File: src/rtl/ddc1_pkg.sv
package ddc1_pkg;

  typedef enum logic {SH_IDLE = 1'b0, SH_BUSY = 1'b1} shift_state_e;

  // Low watermark: fill level strictly below the selected threshold (sel+1).
  function automatic logic below_mark(input int fill, input int sel);
    return fill < (sel + 1);
  endfunction

  // High watermark: more than depth-1 entries held.
  function automatic logic above_mark(input int fill, input int depth);
    return fill > (depth - 1);
  endfunction

  // Next fill level after an accepted push and/or a pop.
  function automatic int next_fill(input int fill, input logic push_ok, input logic pop);
    return fill + (push_ok ? 1 : 0) - (pop ? 1 : 0);
  endfunction

endpackage

File: src/rtl/ddc1_sync.sv
module ddc1_sync #(
  parameter int STAGES = 2
) (
  input  logic clk,
  input  logic rst_n,
  input  logic async_in,
  output logic sync_out
);
  logic [STAGES-1:0] chain;

  always_ff @(posedge clk or negedge rst_n) begin
    if (!rst_n) chain <= '0;
    else        chain <= {chain[STAGES-2:0], async_in};
  end

  assign sync_out = chain[STAGES-1];
endmodule

File: src/rtl/ddc1_byte_fifo.sv
module ddc1_byte_fifo #(
  parameter int DATA_W = 8,
  parameter int DEPTH  = 8,
  localparam int PTR_W = $clog2(DEPTH),
  localparam int CNT_W = $clog2(DEPTH + 1)
) (
  input  logic              clk,
  input  logic              rst_n,
  input  logic              push_req,
  input  logic [DATA_W-1:0] push_data,
  input  logic              pop,
  output logic [DATA_W-1:0] head_data,
  output logic [CNT_W-1:0]  fill,
  output logic              empty
);
  import ddc1_pkg::*;

  logic [DATA_W-1:0] mem [DEPTH];
  logic [PTR_W-1:0]  wr_ptr, rd_ptr;
  logic              push_ok;

  assign push_ok   = push_req && (int'(fill) < DEPTH);
  assign empty     = (fill == '0);
  assign head_data = mem[rd_ptr];

  function automatic logic [PTR_W-1:0] bump(input logic [PTR_W-1:0] p);
    return (int'(p) == DEPTH - 1) ? '0 : p + 1'b1;
  endfunction

  always_ff @(posedge clk) begin
    if (push_ok) mem[wr_ptr] <= push_data;
  end

  always_ff @(posedge clk or negedge rst_n) begin
    if (!rst_n) begin
      wr_ptr <= '0;
      rd_ptr <= '0;
      fill   <= '0;
    end else begin
      if (push_ok) wr_ptr <= bump(wr_ptr);
      if (pop)     rd_ptr <= bump(rd_ptr);
      fill <= CNT_W'(next_fill(int'(fill), push_ok, pop));
    end
  end

  a_r6_full_drops_push: assert property (@(posedge clk) disable iff (!rst_n)
    (int'(fill) == DEPTH && push_req && !pop) |=> (int'(fill) == DEPTH));
  a_r6_fill_bounded: assert property (@(posedge clk) disable iff (!rst_n)
    int'(fill) <= DEPTH);
  a_r5_pop_needs_data: assert property (@(posedge clk) disable iff (!rst_n)
    pop |-> !empty);
endmodule

File: src/rtl/ddc1_frame_shifter.sv
module ddc1_frame_shifter #(
  parameter int DATA_W = 8,
  localparam int IDX_W = $clog2(DATA_W + 1)
) (
  input  logic              clk,
  input  logic              rst_n,
  input  logic              bit_tick,
  input  logic              q_empty,
  input  logic [DATA_W-1:0] q_head,
  output logic              pop,
  output logic              sda
);
  import ddc1_pkg::*;

  shift_state_e      state;
  logic [DATA_W-1:0] shreg;
  logic [IDX_W-1:0]  bits_sent;
  logic              frame_end;
  logic              idle_fill;

  assign pop       = bit_tick && (state == SH_IDLE) && !q_empty;
  assign frame_end = bit_tick && (state == SH_BUSY) && (int'(bits_sent) == DATA_W);
  assign idle_fill = bit_tick && (state == SH_IDLE) && q_empty;

  always_ff @(posedge clk or negedge rst_n) begin
    if (!rst_n) begin
      state     <= SH_IDLE;
      shreg     <= '0;
      bits_sent <= '0;
      sda       <= 1'b1;
    end else if (bit_tick) begin
      if (state == SH_IDLE) begin
        if (!q_empty) begin
          sda       <= q_head[DATA_W-1];
          shreg     <= q_head << 1;
          bits_sent <= IDX_W'(1);
          state     <= SH_BUSY;
        end else begin
          sda <= 1'b1;
        end
      end else if (int'(bits_sent) == DATA_W) begin
        sda   <= 1'b1;
        state <= SH_IDLE;
      end else begin
        sda       <= shreg[DATA_W-1];
        shreg     <= shreg << 1;
        bits_sent <= bits_sent + 1'b1;
      end
    end
  end

  a_r3_separator_is_one: assert property (@(posedge clk) disable iff (!rst_n)
    frame_end |=> sda);
  a_r4_empty_start_idles_high: assert property (@(posedge clk) disable iff (!rst_n)
    idle_fill |=> (sda && state == SH_IDLE));
  a_r3_quiet_without_tick: assert property (@(posedge clk) disable iff (!rst_n)
    !bit_tick |=> $stable(sda));
endmodule

File: src/rtl/ddc1_tx_fifo.sv
module ddc1_tx_fifo #(
  parameter int DATA_W      = 8,
  parameter int DEPTH       = 8,
  parameter int SEL_W       = 2,
  parameter int SYNC_STAGES = 2,
  localparam int CNT_W      = $clog2(DEPTH + 1)
) (
  input  logic              clk,
  input  logic              rst_n,
  input  logic              vsync_in,
  input  logic              host_clk_in,
  input  logic              wr_en,
  input  logic [DATA_W-1:0] wr_data,
  input  logic              mbuf_rd,
  input  logic [DATA_W-1:0] mbuf_data,
  input  logic              autoload_en,
  input  logic [SEL_W-1:0]  low_sel,
  input  logic              low_irq_en,
  output logic              sda_out,
  output logic              low_flag,
  output logic              high_flag,
  output logic              low_irq
);
  import ddc1_pkg::*;

  logic              vs_sync, vs_prev, hc_sync;
  logic              vs_rise, bit_tick;
  logic              push_req, pop;
  logic [DATA_W-1:0] push_data, head_data;
  logic [CNT_W-1:0]  fill;
  logic              q_empty;

  ddc1_sync #(.STAGES(SYNC_STAGES)) u_vs_sync (
    .clk(clk), .rst_n(rst_n), .async_in(vsync_in), .sync_out(vs_sync));
  ddc1_sync #(.STAGES(SYNC_STAGES)) u_hc_sync (
    .clk(clk), .rst_n(rst_n), .async_in(host_clk_in), .sync_out(hc_sync));

  always_ff @(posedge clk or negedge rst_n) begin
    if (!rst_n) vs_prev <= 1'b0;
    else        vs_prev <= vs_sync;
  end

  assign vs_rise  = vs_sync && !vs_prev;
  assign bit_tick = vs_rise && hc_sync;

  // Software write takes priority; an auto-load read in the same cycle is dropped.
  assign push_req  = wr_en || (autoload_en && mbuf_rd);
  assign push_data = wr_en ? wr_data : mbuf_data;

  ddc1_byte_fifo #(.DATA_W(DATA_W), .DEPTH(DEPTH)) u_fifo (
    .clk(clk), .rst_n(rst_n), .push_req(push_req), .push_data(push_data),
    .pop(pop), .head_data(head_data), .fill(fill), .empty(q_empty));

  ddc1_frame_shifter #(.DATA_W(DATA_W)) u_shift (
    .clk(clk), .rst_n(rst_n), .bit_tick(bit_tick), .q_empty(q_empty),
    .q_head(head_data), .pop(pop), .sda(sda_out));

  assign low_flag  = below_mark(int'(fill), int'(low_sel));
  assign high_flag = above_mark(int'(fill), DEPTH);
  assign low_irq   = low_flag && low_irq_en;

  a_r2_host_low_holds_line: assert property (@(posedge clk) disable iff (!rst_n)
    !hc_sync |=> $stable(sda_out));
  a_r8_irq_masked: assert property (@(posedge clk) disable iff (!rst_n)
    !low_irq_en |-> !low_irq);
  a_r9_full_not_low: assert property (@(posedge clk) disable iff (!rst_n)
    high_flag |-> !low_flag);
  a_r5_pop_only_on_tick: assert property (@(posedge clk) disable iff (!rst_n)
    pop |-> (vs_rise && hc_sync));
endmodule

File: config.mk
export PLATFORM = sky130hd
export DESIGN_NAME = ddc1_tx_fifo
export DESIGN_NICKNAME = d
export VERILOG_FILES = /design/src/rtl/ddc1_pkg.sv /design/src/rtl/ddc1_sync.sv /design/src/rtl/ddc1_byte_fifo.sv /design/src/rtl/ddc1_frame_shifter.sv /design/src/rtl/ddc1_tx_fifo.sv
export SDC_FILE = /design/constraint.sdc
export NUM_CORES = 1
export LEC_CHECK = 0
export BUFFER_PORTS_ARGS = -buffer_cell sky130_fd_sc_hd__buf_2
export CAP_MARGIN = 20
export CORE_UTILIZATION = 35
export CTS_CLUSTER_DIAMETER = 40
export DETAILED_ROUTE_END_ITERATION = 10
export GPL_TIMING_DRIVEN = 0
export PLACE_DENSITY = 0.51
export SLEW_MARGIN = 20
export SYNTH_ARGS = -nofsm -noshare
export SYNTH_HDL_FRONTEND = slang
export SYNTH_HIERARCHICAL = 1
export SYNTH_SLANG_ARGS = --single-unit
File: constraint.sdc
create_clock -name clk -period 3.43 [get_ports clk]
set_clock_uncertainty 0.15 [all_clocks]
set_input_delay 0.343 -clock clk [delete_from_list [all_inputs] [get_ports clk]]
set_output_delay 0.343 -clock clk [all_outputs]
set_load 0.02 [all_outputs]
==> flow_summary.ini, run 1 <==
[synth]
synth_seq_area_share_pct = 65.0
synth_cells = 247
synth_nets = 288
synth_area_mm2 = 0.00404
ys_async_sr_fraction_pct = 30.4
synthFlopType = edfxtp_1
syn_area_per_cell_um2 = 16.3
ys_ff_latch = 92
synth-edff-count = 64
yosys.cell_types.count = 39
yosysWarningCount = 6

[worst_setup_path]
arrival_ns = 2.82
path_class = reg -> reg
crit_fanout = 7
end_kind = register
cp-start-kind = register
worstPathRequired_ns = 3.54

[power_and_ir_drop]
ir_worst_vdd_mv = 0.443
p_comb_share_pct = 30.8
cellLeakagePower_nw = 1.85
power_density_mw_per_mm2 = 778
switching_power_mw = 1.11
p_int_mw = 2.53
swShare_pct = 30.4
p_clk_share_pct = 26.4
pwr-share-seq_pct = 42.8

[route]
drc = 0
post_drt_wl_per_cell_um = 16.5
final_antenna_net_count = 0
routed_wirelength_um = 7160
drtIter0Drc = 81
vias = 2107
drt_pass1_iterations = 4
routed_via_density = 4.85

[grt]
use_met2_pct = 22.6
grt-busiest-layer = met2
grt.met1_usage_pct = 16.4
grtUsageMet3_pct = 4.98
grt_antenna_before_repair = 0
grtUsageTotal_pct = 13.6
grt_max_degree = 29
grt_pass1_vias = 2221
grt_pass1_wl_um = 11400
gr-total-overflow = 0

[cts]
clk_latency_ns = 0.34
clock-sinks = 92
cts_buffer_depth = 2
cts_tree = yes
hold_buffers = 3
cts_resized = 0
postCtsSetupBuffers = 0
cts_buffers = 9
clockRootBuffer = clkbuf_16
cts.htree.levels = 3
cts.clk_slew.worst_paths_ns = 0.06

[floorplanning]
core_mm2 = 0.0110
rows = 38
die_h_um = 109
die_area_mm2 = 0.0120
ios = 30
fp.dieW_um = 109
initial_core_util_pct = 36.6

[sta]
finalSetupViolations = 0
slew_viol_final = 0
tightest_slew_ns = 0.855
rsz0062_at_grt = no
finalSetupTns_ns = 0
max_freq_mhz = 369
min_period_ns = 2.71
post-route-period-util_pct = 79.0
finalHoldViolCount = 0
relSlewSlack_pct = 42.8

[placed_design]
portBuffers = 28
post_dp_cell_area_mm2 = 0.00436
dp.final_hpwl_um = 4930
routabilityCongestion = 0.676

[finish]
n_antenna_cell = 0
syn_to_final_growth_pct = 16.1
fill_cells = 993
nets = 330
layout-drive-gt1-share_pct = 29.3
final_util_pct = 42.5
fin_area_mm2 = 0.00468

[status]
outcome = completed

[hold_path]
hold_path.class = reg -> reg

[job]
max-cap-violations = 0
[worst max-delay path: stages (launching register included)]
cell     delay, ns
dfrtp_1       0.34
nand2_1       0.05
nor2_1        0.40
or3b_2        0.54
inv_1         0.17
ha_1          0.17
inv_1         0.06
ha_1          0.27
a21o_1        0.18
a21oi_1       0.17
xor2_1        0.15
[registers in the layout, indices dropped and copies added, names as in the netlist]
register and count:
u_hc_sync/chain 2, u_fifo/wr_ptr 3, u_shift/bits_sent 4, u_shift/shreg 7
u_fifo/fill 4, u_fifo/rd_ptr 3, u_vs_sync/chain 2, vs_prev 1
u_fifo/mem 64, u_shift/state 1, u_shift/sda 1
[cell type report]
| cell class | count | area (um^2) | share of cell area [%] |
|---|---|---|---|
| flip-flops and latches | 92 | 2620 | 56.0 |
| multi-input cells | 134 | 1310 | 27.9 |
| clock buffers | 10 | 229 | 4.89 |
| well taps | 140 | 175 | 3.74 |
| repair buffers | 31 | 170 | 3.63 |
| plain buffers | 8 | 66.3 | 1.42 |
| clock inverters | 6 | 63.8 | 1.36 |
| inverters | 13 | 48.8 | 1.04 |
[stage by stage]
step / hold WS (ns) / std cells / total power [mW] / setup WS (ns)
2_1_floorplan: -0.103 / 247 / 2.40 / 0.975
3_3_place_gp: 0.184 / 415 / 2.70 / 0.674
3_5_place_dp: 0.190 / 415 / 2.73 / 0.662
4_1_cts: 0.205 / 434 / 3.71 / 0.653
5_1_grt: 0.207 / 434 / 3.87 / 0.518
6_report: 0.204 / 434 / 3.64 / 0.722
[power by group through the flow]
stage / combinational, mW / sequential [mW] / clock, mW
CTS: 1.15 / 1.56 / 0.996
floorplan: 0.857 / 1.55 / 0
global route: 1.25 / 1.59 / 1.04
detailed placement: 1.14 / 1.58 / 0
finish: 1.12 / 1.56 / 0.963
global placement: 1.13 / 1.57 / 0
[worst paths after layout]
kind | to | startpoint | slack, ns | cells after the start
setup / recovery | u_fifo/fill[3]$_DFF_PN0_ | u_vs_sync/chain[1]$_DFF_PN0_ | 0.72 | 10
hold / removal | u_vs_sync/chain[1]$_DFF_PN0_ | u_vs_sync/chain[0]$_DFF_PN0_ | 0.20 | 0
setup reg to reg | u_fifo/fill[3]$_DFF_PN0_ | u_vs_sync/chain[1]$_DFF_PN0_ | 0.72 | 10
hold reg to reg | u_vs_sync/chain[1]$_DFF_PN0_ | u_vs_sync/chain[0]$_DFF_PN0_ | 0.20 | 0
max in group asynchronous | u_shift/shreg[3]$_DFFE_PN0P_ | rst_n | 2.31 | 2
min in group asynchronous | u_fifo/fill[2]$_DFF_PN0_ | rst_n | 0.41 | 2
[cells in the final DEF (no fill, tap or decap), types with 5 or more instances in the layout]
cell type / instances
mux4_1: 8
ha_1: 14
buf_2: 32
nand2_1: 31
edfxtp_1: 64
mux2_2: 21
nor2_1: 10
mux4_2: 8
inv_1: 11
nand2b_1: 5
clkbuf_16: 9
dfrtp_1: 27
[logic make-up (layout without fill, tap and decap cells)]
kind of cell | after synthesis | after routing | synth area share (%)
fa+ha+maj | 15 | 15 | 4.84
flops | 92 | 92 | 65.0
simple gates | 58 | 58 | 6.57
buf+inv | 21 | 68 | 2.85
compound gates | 16 | 16 | 3.26
mux | 42 | 42 | 16.8
xor+xnor | 3 | 3 | 0.651
[synth_stat cells, types with 3 or more instances]
cell	n	area share, %
buf_2	4	0.50
dfrtp_1	27	17
edfxtp_1	64	48
ha_1	14	4.3
inv_1	11	1.0
mux2_2	21	5.9
mux2i_1	4	0.99
mux4_1	8	5.2
mux4_2	8	4.5
nand2_1	31	2.9
nand2b_1	5	0.78
nor2_1	10	0.93
nor3_1	3	0.37
o21ai_0	4	0.50
xor2_1	3	0.65
[metal layers]
layer | up-vias | wire length, um
li1 | 1009 | -
met1 | 1064 | 3250
met2 | 27 | 3580
met3 | 7 | 239
met4 | 0 | 90
met5 | - | 0
Power figures use the tool's default switching activity.
==> inputs of run 2 (changes only) <==
--- a/config.mk
+++ b/config.mk
@@ -5,13 +5,14 @@
 export SDC_FILE = /design/constraint.sdc
 export NUM_CORES = 1
 export LEC_CHECK = 0
+export ABC_AREA = 1
 export BUFFER_PORTS_ARGS = -buffer_cell sky130_fd_sc_hd__buf_2
 export CAP_MARGIN = 20
 export CORE_UTILIZATION = 35
 export CTS_CLUSTER_DIAMETER = 40
 export DETAILED_ROUTE_END_ITERATION = 10
 export GPL_TIMING_DRIVEN = 0
-export PLACE_DENSITY = 0.51
+export PLACE_DENSITY = 0.53
 export SLEW_MARGIN = 20
 export SYNTH_ARGS = -nofsm -noshare
 export SYNTH_HDL_FRONTEND = slang
==> constraint.sdc (replaced) <==
create_clock -name clk -period 2.25 [get_ports clk]
set_clock_uncertainty 0.15 [all_clocks]
set_input_delay 0.225 -clock clk [delete_from_list [all_inputs] [get_ports clk]]
set_output_delay 0.225 -clock clk [all_outputs]
set_load 0.02 [all_outputs]
==> flow_summary.ini, run 2 <==
[worst_setup_path]
cp-start-kind = register
rr_worst_depth = 11
max_stage_delay_ns = 0.39
crit_slowest_cell = dfrtp_1
rr_startpoint = u_fifo/fill[2]$_DFF_PN0_
path_class = reg -> reg
r2r_setup_slack_ns = 0.02
cpMostUsedCell = inv_2
crit_chain = inv_2, ha_1, nor3b_4, inv_2, nand3_4, inv_8, ha_4, inv_2, ha_4, fa_2, xor2_1
arrival_ns = 2.29
crit_fanout = 7
worstPathRequired_ns = 2.31
end_kind = register
worst_r2r_endpoint = u_fifo/fill[2]$_DFF_PN0_

[floorplanning]
core_mm2 = 0.0126
ios = 30
die_area_mm2 = 0.0134
rows = 41
fp.dieW_um = 116
die_h_um = 116
initial_core_util_pct = 35.8

[cts]
clk_latency_ns = 0.33
cts_buffers = 9
cts_buffer_depth = 2
cts_tree = yes
clockRootBuffer = clkbuf_16
cts.htree.levels = 3
clock-sinks = 92
cts.clk_slew.worst_paths_ns = 0.06

[placed_design]
portBuffers = 28
post_dp_cell_area_mm2 = 0.00492
placedCellCount = 688
routabilityCongestion = 0.781
dp.final_hpwl_um = 6250

[synth]
synthFlopType = edfxtp_1
synth-edff-count = 64
yosys-top-cells-area = edfxtp_1 43%, nand2_1 15%, dfrtp_1 15%
yosysMostFrequentCell = nand2_1
synth_seq_area_share_pct = 58.1
yosysWarningCount = 6
syn_area_per_cell_um2 = 9.26
yosys.cell_types.count = 30
yosys-top-cells-count = 186 x nand2_1, 88 x inv_1, 64 x edfxtp_1
synth_top_area_share_pct = 42.5
synth_top_cell_by_area = edfxtp_1
synth_area_mm2 = 0.00452
ys_ff_latch = 92
ys_async_sr_fraction_pct = 30.4
synth_cells = 488
synth_nets = 529

[finish]
instances_no_fill = 713
largest_register = u_fifo/mem
seqCellArea_mm2 = 0.00262
layout_common_cells = 186 x nand2_1, 83 x inv_1, 64 x edfxtp_1, 38 x nand3_1, 29 x buf_2
layout-drive-gt1-share_pct = 18.3
reg_top3 = u_fifo/mem x64, u_shift/shreg x7
n_antenna_cell = 0
largest_reg_flops = 64
nets = 577
syn_to_final_growth_pct = 17.6
fill_cells = 1289
final_common_cell = nand2_1
fin_area_mm2 = 0.00532
final_util_pct = 42.1
multiInputGateArea_mm2 = 0.00144

[route]
drtIter0Drc = 171
drc = 0
post_drt_wl_per_cell_um = 12.6
drt_pass1_iterations = 4
routed_via_density = 4.37
final_antenna_net_count = 0
routed_wirelength_um = 9000
vias = 3114

[sta]
finalHoldViolCount = 0
rsz0062_at_grt = yes
slew_viol_final = 0
finalSetupTns_ns = 0
relSlewSlack_pct = 49.6
max_freq_mhz = 448
min_period_ns = 2.23
finalSetupViolations = 0
tightest_slew_ns = 0.754
post-route-period-util_pct = 99.1

[grt]
grt_pass1_wl_um = 14900
gr-total-overflow = 0
grt_max_degree = 29
grt_antenna_before_repair = 0
grt_pass1_vias = 3045
grtUsageTotal_pct = 14.8

[power_and_ir_drop]
ir_worst_vdd_mv = 0.505
power_density_mw_per_mm2 = 1190
swShare_pct = 36.2
cellLeakagePower_nw = 2.59
switching_power_mw = 2.28
p_int_mw = 4.02
p_clk_share_pct = 24.5
pwr-share-seq_pct = 37.5
p_comb_share_pct = 37.9

[hold_path]
hp-start = u_hc_sync/chain[0]$_DFF_PN0_
min_path_cells = 0
min_to = u_hc_sync/chain[1]$_DFF_PN0_
hold_path.class = reg -> reg

[status]
outcome = completed

[job]
max-cap-violations = 0
-- run 2: cell count changes after synthesis, sizes merged, moves of 3 or more --
cell / previous run / this run
mux2: 22 / 0
nand2: 32 / 190
mux2i: 4 / 0
nor3: 3 / 0
nor2: 10 / 15
mux4: 16 / 0
inv: 12 / 94
buf: 7 / 15
nand2b: 5 / 0
nand3: 2 / 48
-- run 2: worst max-delay path: cells and delay by family, from the launching register on --
| kind | cells | cell delay, ns |
|---|---|---|
| XOR/XNOR | 1 | 0.15 |
| adder cells (fa/ha/maj) | 4 | 0.90 |
| AND/OR/NAND/NOR | 2 | 0.28 |
| flip-flops | 1 | 0.39 |
| buffers and inverters | 4 | 0.22 |
-- run 2: power groups by stage --
stage | combinational (mW) | clock (mW) | sequential [mW]
floorplan | 1.69 | 0 | 2.36
global route | 2.73 | 1.63 | 2.40
CTS | 2.40 | 1.59 | 2.36
detailed placement | 2.31 | 0 | 2.40
global placement | 2.27 | 0 | 2.38
finish | 2.39 | 1.54 | 2.37
-- run 2: metrics by stage --
| stage | hold WS, ns | total power, mW | setup slack, ns |
|---|---|---|---|
| global placement | 0.141 | 4.65 | -0.245 |
| global route | 0.203 | 6.77 | -0.0567 |
| floorplan | -0.221 | 4.05 | -0.0372 |
| finish | 0.199 | 6.30 | 0.0198 |
| detailed placement | 0.142 | 4.71 | -0.259 |
| CTS | 0.198 | 6.35 | -0.00245 |
-- run 2: layout make-up --
type,instances,area share (%)
plain buffers,15,2.57
repair buffers,38,4.19
flip-flops and latches,92,49.4
multi-input cells,285,27.1
clock buffers,9,4.24
clock inverters,7,1.53
well taps,172,4.05
inverters,95,6.99
-- run 2: worst max path at each step --
stage | startpoint | end | slack [ns] | depth (start not counted)
after floorplan | u_fifo/fill[3]$_DFF_PN0_ | u_fifo/fill[2]$_DFF_PN0_ | -0.04 | 12
after global placement | u_fifo/fill[3]$_DFF_PN0_ | u_fifo/fill[2]$_DFF_PN0_ | -0.25 | 12
after detailed placement | u_fifo/fill[3]$_DFF_PN0_ | u_fifo/fill[2]$_DFF_PN0_ | -0.26 | 12
after CTS | u_fifo/fill[2]$_DFF_PN0_ | u_fifo/fill[2]$_DFF_PN0_ | -0.002 | 12
after global routing | u_fifo/fill[2]$_DFF_PN0_ | u_fifo/fill[2]$_DFF_PN0_ | -0.06 | 11
final | u_fifo/fill[2]$_DFF_PN0_ | u_fifo/fill[2]$_DFF_PN0_ | 0.02 | 11
-- run 2: logic make-up after synthesis --
| group | count (synthesis) | share of synthesized area, % |
|---|---|---|
| AOI/OAI and AO/OA | 9 | 1.08 |
| and+or+nand+nor | 258 | 24.6 |
| xor gates and xnor gates | 3 | 0.582 |
| adders and majority gates | 15 | 4.32 |
| buffers and inverters | 111 | 11.3 |
| DFF | 92 | 58.1 |
-- run 2: layer usage --
layer	wire length (um)	GRT usage [%]	up-vias
met5	0	0	-
met4	132	5.13	0
met3	267	3.35	6
met2	4520	25.4	54
met1	4090	18.5	1449
li1	-	-	1605
-- run 2: repair_timing --
item,CTS,global route
gates resized for setup,5,5
endpoints found under the hold margin,29,0
setup endpoints to repair,3,18
pin swaps,1,1
hold buffers,3,0
setup buffers,6,1
==> inputs of run 3 (changes only) <==
--- a/config.mk
+++ b/config.mk
@@ -6,13 +6,13 @@
 export NUM_CORES = 1
 export LEC_CHECK = 0
 export ABC_AREA = 1
-export BUFFER_PORTS_ARGS = -buffer_cell sky130_fd_sc_hd__buf_2
 export CAP_MARGIN = 20
 export CORE_UTILIZATION = 35
 export CTS_CLUSTER_DIAMETER = 40
 export DETAILED_ROUTE_END_ITERATION = 10
+export DONT_BUFFER_PORTS = 1
 export GPL_TIMING_DRIVEN = 0
-export PLACE_DENSITY = 0.53
+export PLACE_DENSITY = 0.51
 export SLEW_MARGIN = 20
 export SYNTH_ARGS = -nofsm -noshare
 export SYNTH_HDL_FRONTEND = slang
==> flow_summary.ini, run 3 (synthesis results as in run 2) <==
[worst_setup_path]
cp-start-kind = register
r2r_setup_slack_ns = 0.08
crit_start = u_fifo/fill[2]$_DFF_PN0_
max_stage_delay_ns = 0.39
path_class = reg -> reg
rr_worst_depth = 11
arrival_ns = 2.24
cpMostUsedCell = inv_2
crit_chain = inv_2, ha_1, nor3b_4, inv_2, nand3_4, inv_8, ha_4, inv_2, ha_4, fa_2, xor2_1
worstPathRequired_ns = 2.32
crit_slowest_cell = dfrtp_1
worst_r2r_endpoint = u_fifo/fill[2]$_DFF_PN0_
end_kind = register
crit_fanout = 7
rr_startpoint = u_fifo/fill[2]$_DFF_PN0_

[floorplanning]
die_area_mm2 = 0.0134
die_h_um = 116
fp.dieW_um = 116
initial_core_util_pct = 35.8
ios = 30
core_mm2 = 0.0126
rows = 41

[power_and_ir_drop]
fin_total_pwr_mw = 6.17
cellLeakagePower_nw = 2.48
ir_worst_vdd_mv = 0.396
power_density_mw_per_mm2 = 1190

[cts]
cts.clk_slew.worst_paths_ns = 0.06
cts_buffers = 9
clk_latency_ns = 0.34
clockRootBuffer = clkbuf_16
cts_buffer_depth = 2
cts_tree = yes
cts.htree.levels = 3
clock-sinks = 92

[sta]
tightest_slew_ns = 0.825
finalSetupViolations = 0
finalSetupTns_ns = 0
slew_viol_final = 0
relSlewSlack_pct = 44.8
post-route-period-util_pct = 96.5
rsz0062_at_grt = no
finalHoldViolCount = 0
max_freq_mhz = 460
fin_ws_ns = 0.0778
min_period_ns = 2.17

[grt]
grt_pass1_wl_um = 15200
grt_max_degree = 29
grt_antenna_before_repair = 0
gr-total-overflow = 0
grt_pass1_vias = 3081
grtUsageTotal_pct = 15.4

[finish]
syn_to_final_growth_pct = 14.3
layout-drive-gt1-share_pct = 13.5
final_util_pct = 40.9
n_antenna_cell = 0
instances_no_fill = 685
layout_common_cells = 186 x nand2_1, 83 x inv_1, 64 x edfxtp_1, 38 x nand3_1, 27 x dfrtp_1
reg_top3 = u_fifo/mem x64, u_shift/shreg x7
nets = 551
largest_reg_flops = 64
largest_register = u_fifo/mem
final_common_cell = nand2_1

[route]
post_drt_wl_per_cell_um = 13.3
highest_layer = met4
wl_met3_um = 293
final_antenna_net_count = 0
routed_via_density = 4.43
route.met2.wl_um = 4600
vias = 3035
drc = 0
wl_met1_um = 4130
routed_wirelength_um = 9130
drtIter0Drc = 116
drt_pass1_iterations = 4

[hold_path]
hold_path.class = in -> reg
min_path_cells = 2
min_to = u_fifo/mem[6][6]$_DFFE_PP_
hp-start = mbuf_data[6]

[placed_design]
dp.final_hpwl_um = 6350
portBuffers = 0
routabilityCongestion = 0.734
placedCellCount = 660
dpl_worst_slack_ns = -0.249

[job]
max-cap-violations = 0

[status]
outcome = completed
run 3: cell count changes in the layout (fill, tap and decap cells not counted), sizes merged:
| cell | delta |
|---|---|
| buf | -26 |
| clkinvlp | -1 |
| clkbuf | +1 |
| bufinv | -1 |
| clkinv | -1 |
run 3: area by class of cell:
type / count / area [um^2]
Timing Repair Buffer: 12 / 110
Tap cell: 172 / 215
Multi-Input combinational cell: 285 / 1430
Sequential cell: 92 / 2620
Fill cell: 1279 / 7460
Inverter: 95 / 372
Clock inverter: 4 / 42.5
Clock buffer: 10 / 229
Buffer: 15 / 136
run 3: power by group:
part	switching, mW	total, mW	internal [mW]	leakage, nW
sequential	0.212	2.38	2.17	0.926
combinational	1.50	2.36	0.867	1.42
clock	0.582	1.42	0.839	0.133
run 3: worst max-delay path by stage:
stage	slack, ns	depth (start not counted)	end
finish	0.08	11	u_fifo/fill[2]$_DFF_PN0_
global route	0.01	11	u_fifo/fill[2]$_DFF_PN0_
CTS	0.02	12	u_fifo/fill[2]$_DFF_PN0_
detailed placement	-0.25	12	u_fifo/fill[2]$_DFF_PN0_
global placement	-0.25	12	u_fifo/fill[2]$_DFF_PN0_
floorplan	-0.04	12	u_fifo/fill[2]$_DFF_PN0_
run 3: what timing repair did:
action,CTS,global route
hold endpoints to repair,30,0
setup endpoints to repair,3,16
gates resized for setup,6,2
hold buffers,4,0
pin swaps,1,0
buffers inserted,7,1
run 3: per-layer routing:
metal	GRT usage, %	vias to the layer above
li1	-	1553
met3	3.14	7
met5	0	-
met4	5.64	0
met1	19.3	1425
met2	26.2	50
run 3: critical path: cells and delay by family (launching register included):
kind,cells,cell delay [ns]
adders and majority gates,4,0.86
DFF,1,0.39
and+or+nand+nor,2,0.28
buffers and inverters,4,0.22
xor gates and xnor gates,1,0.14
run 3: metrics by stage:
| stage | cell area [um^2] | hold slack [ns] |
|---|---|---|
| floorplan | 4560 | -0.221 |
| global placement | 4780 | -0.220 |
| global route | 5160 | 0.182 |
| CTS | 5170 | 0.141 |
| detailed placement | 4780 | -0.220 |
| finish | 5160 | 0.143 |
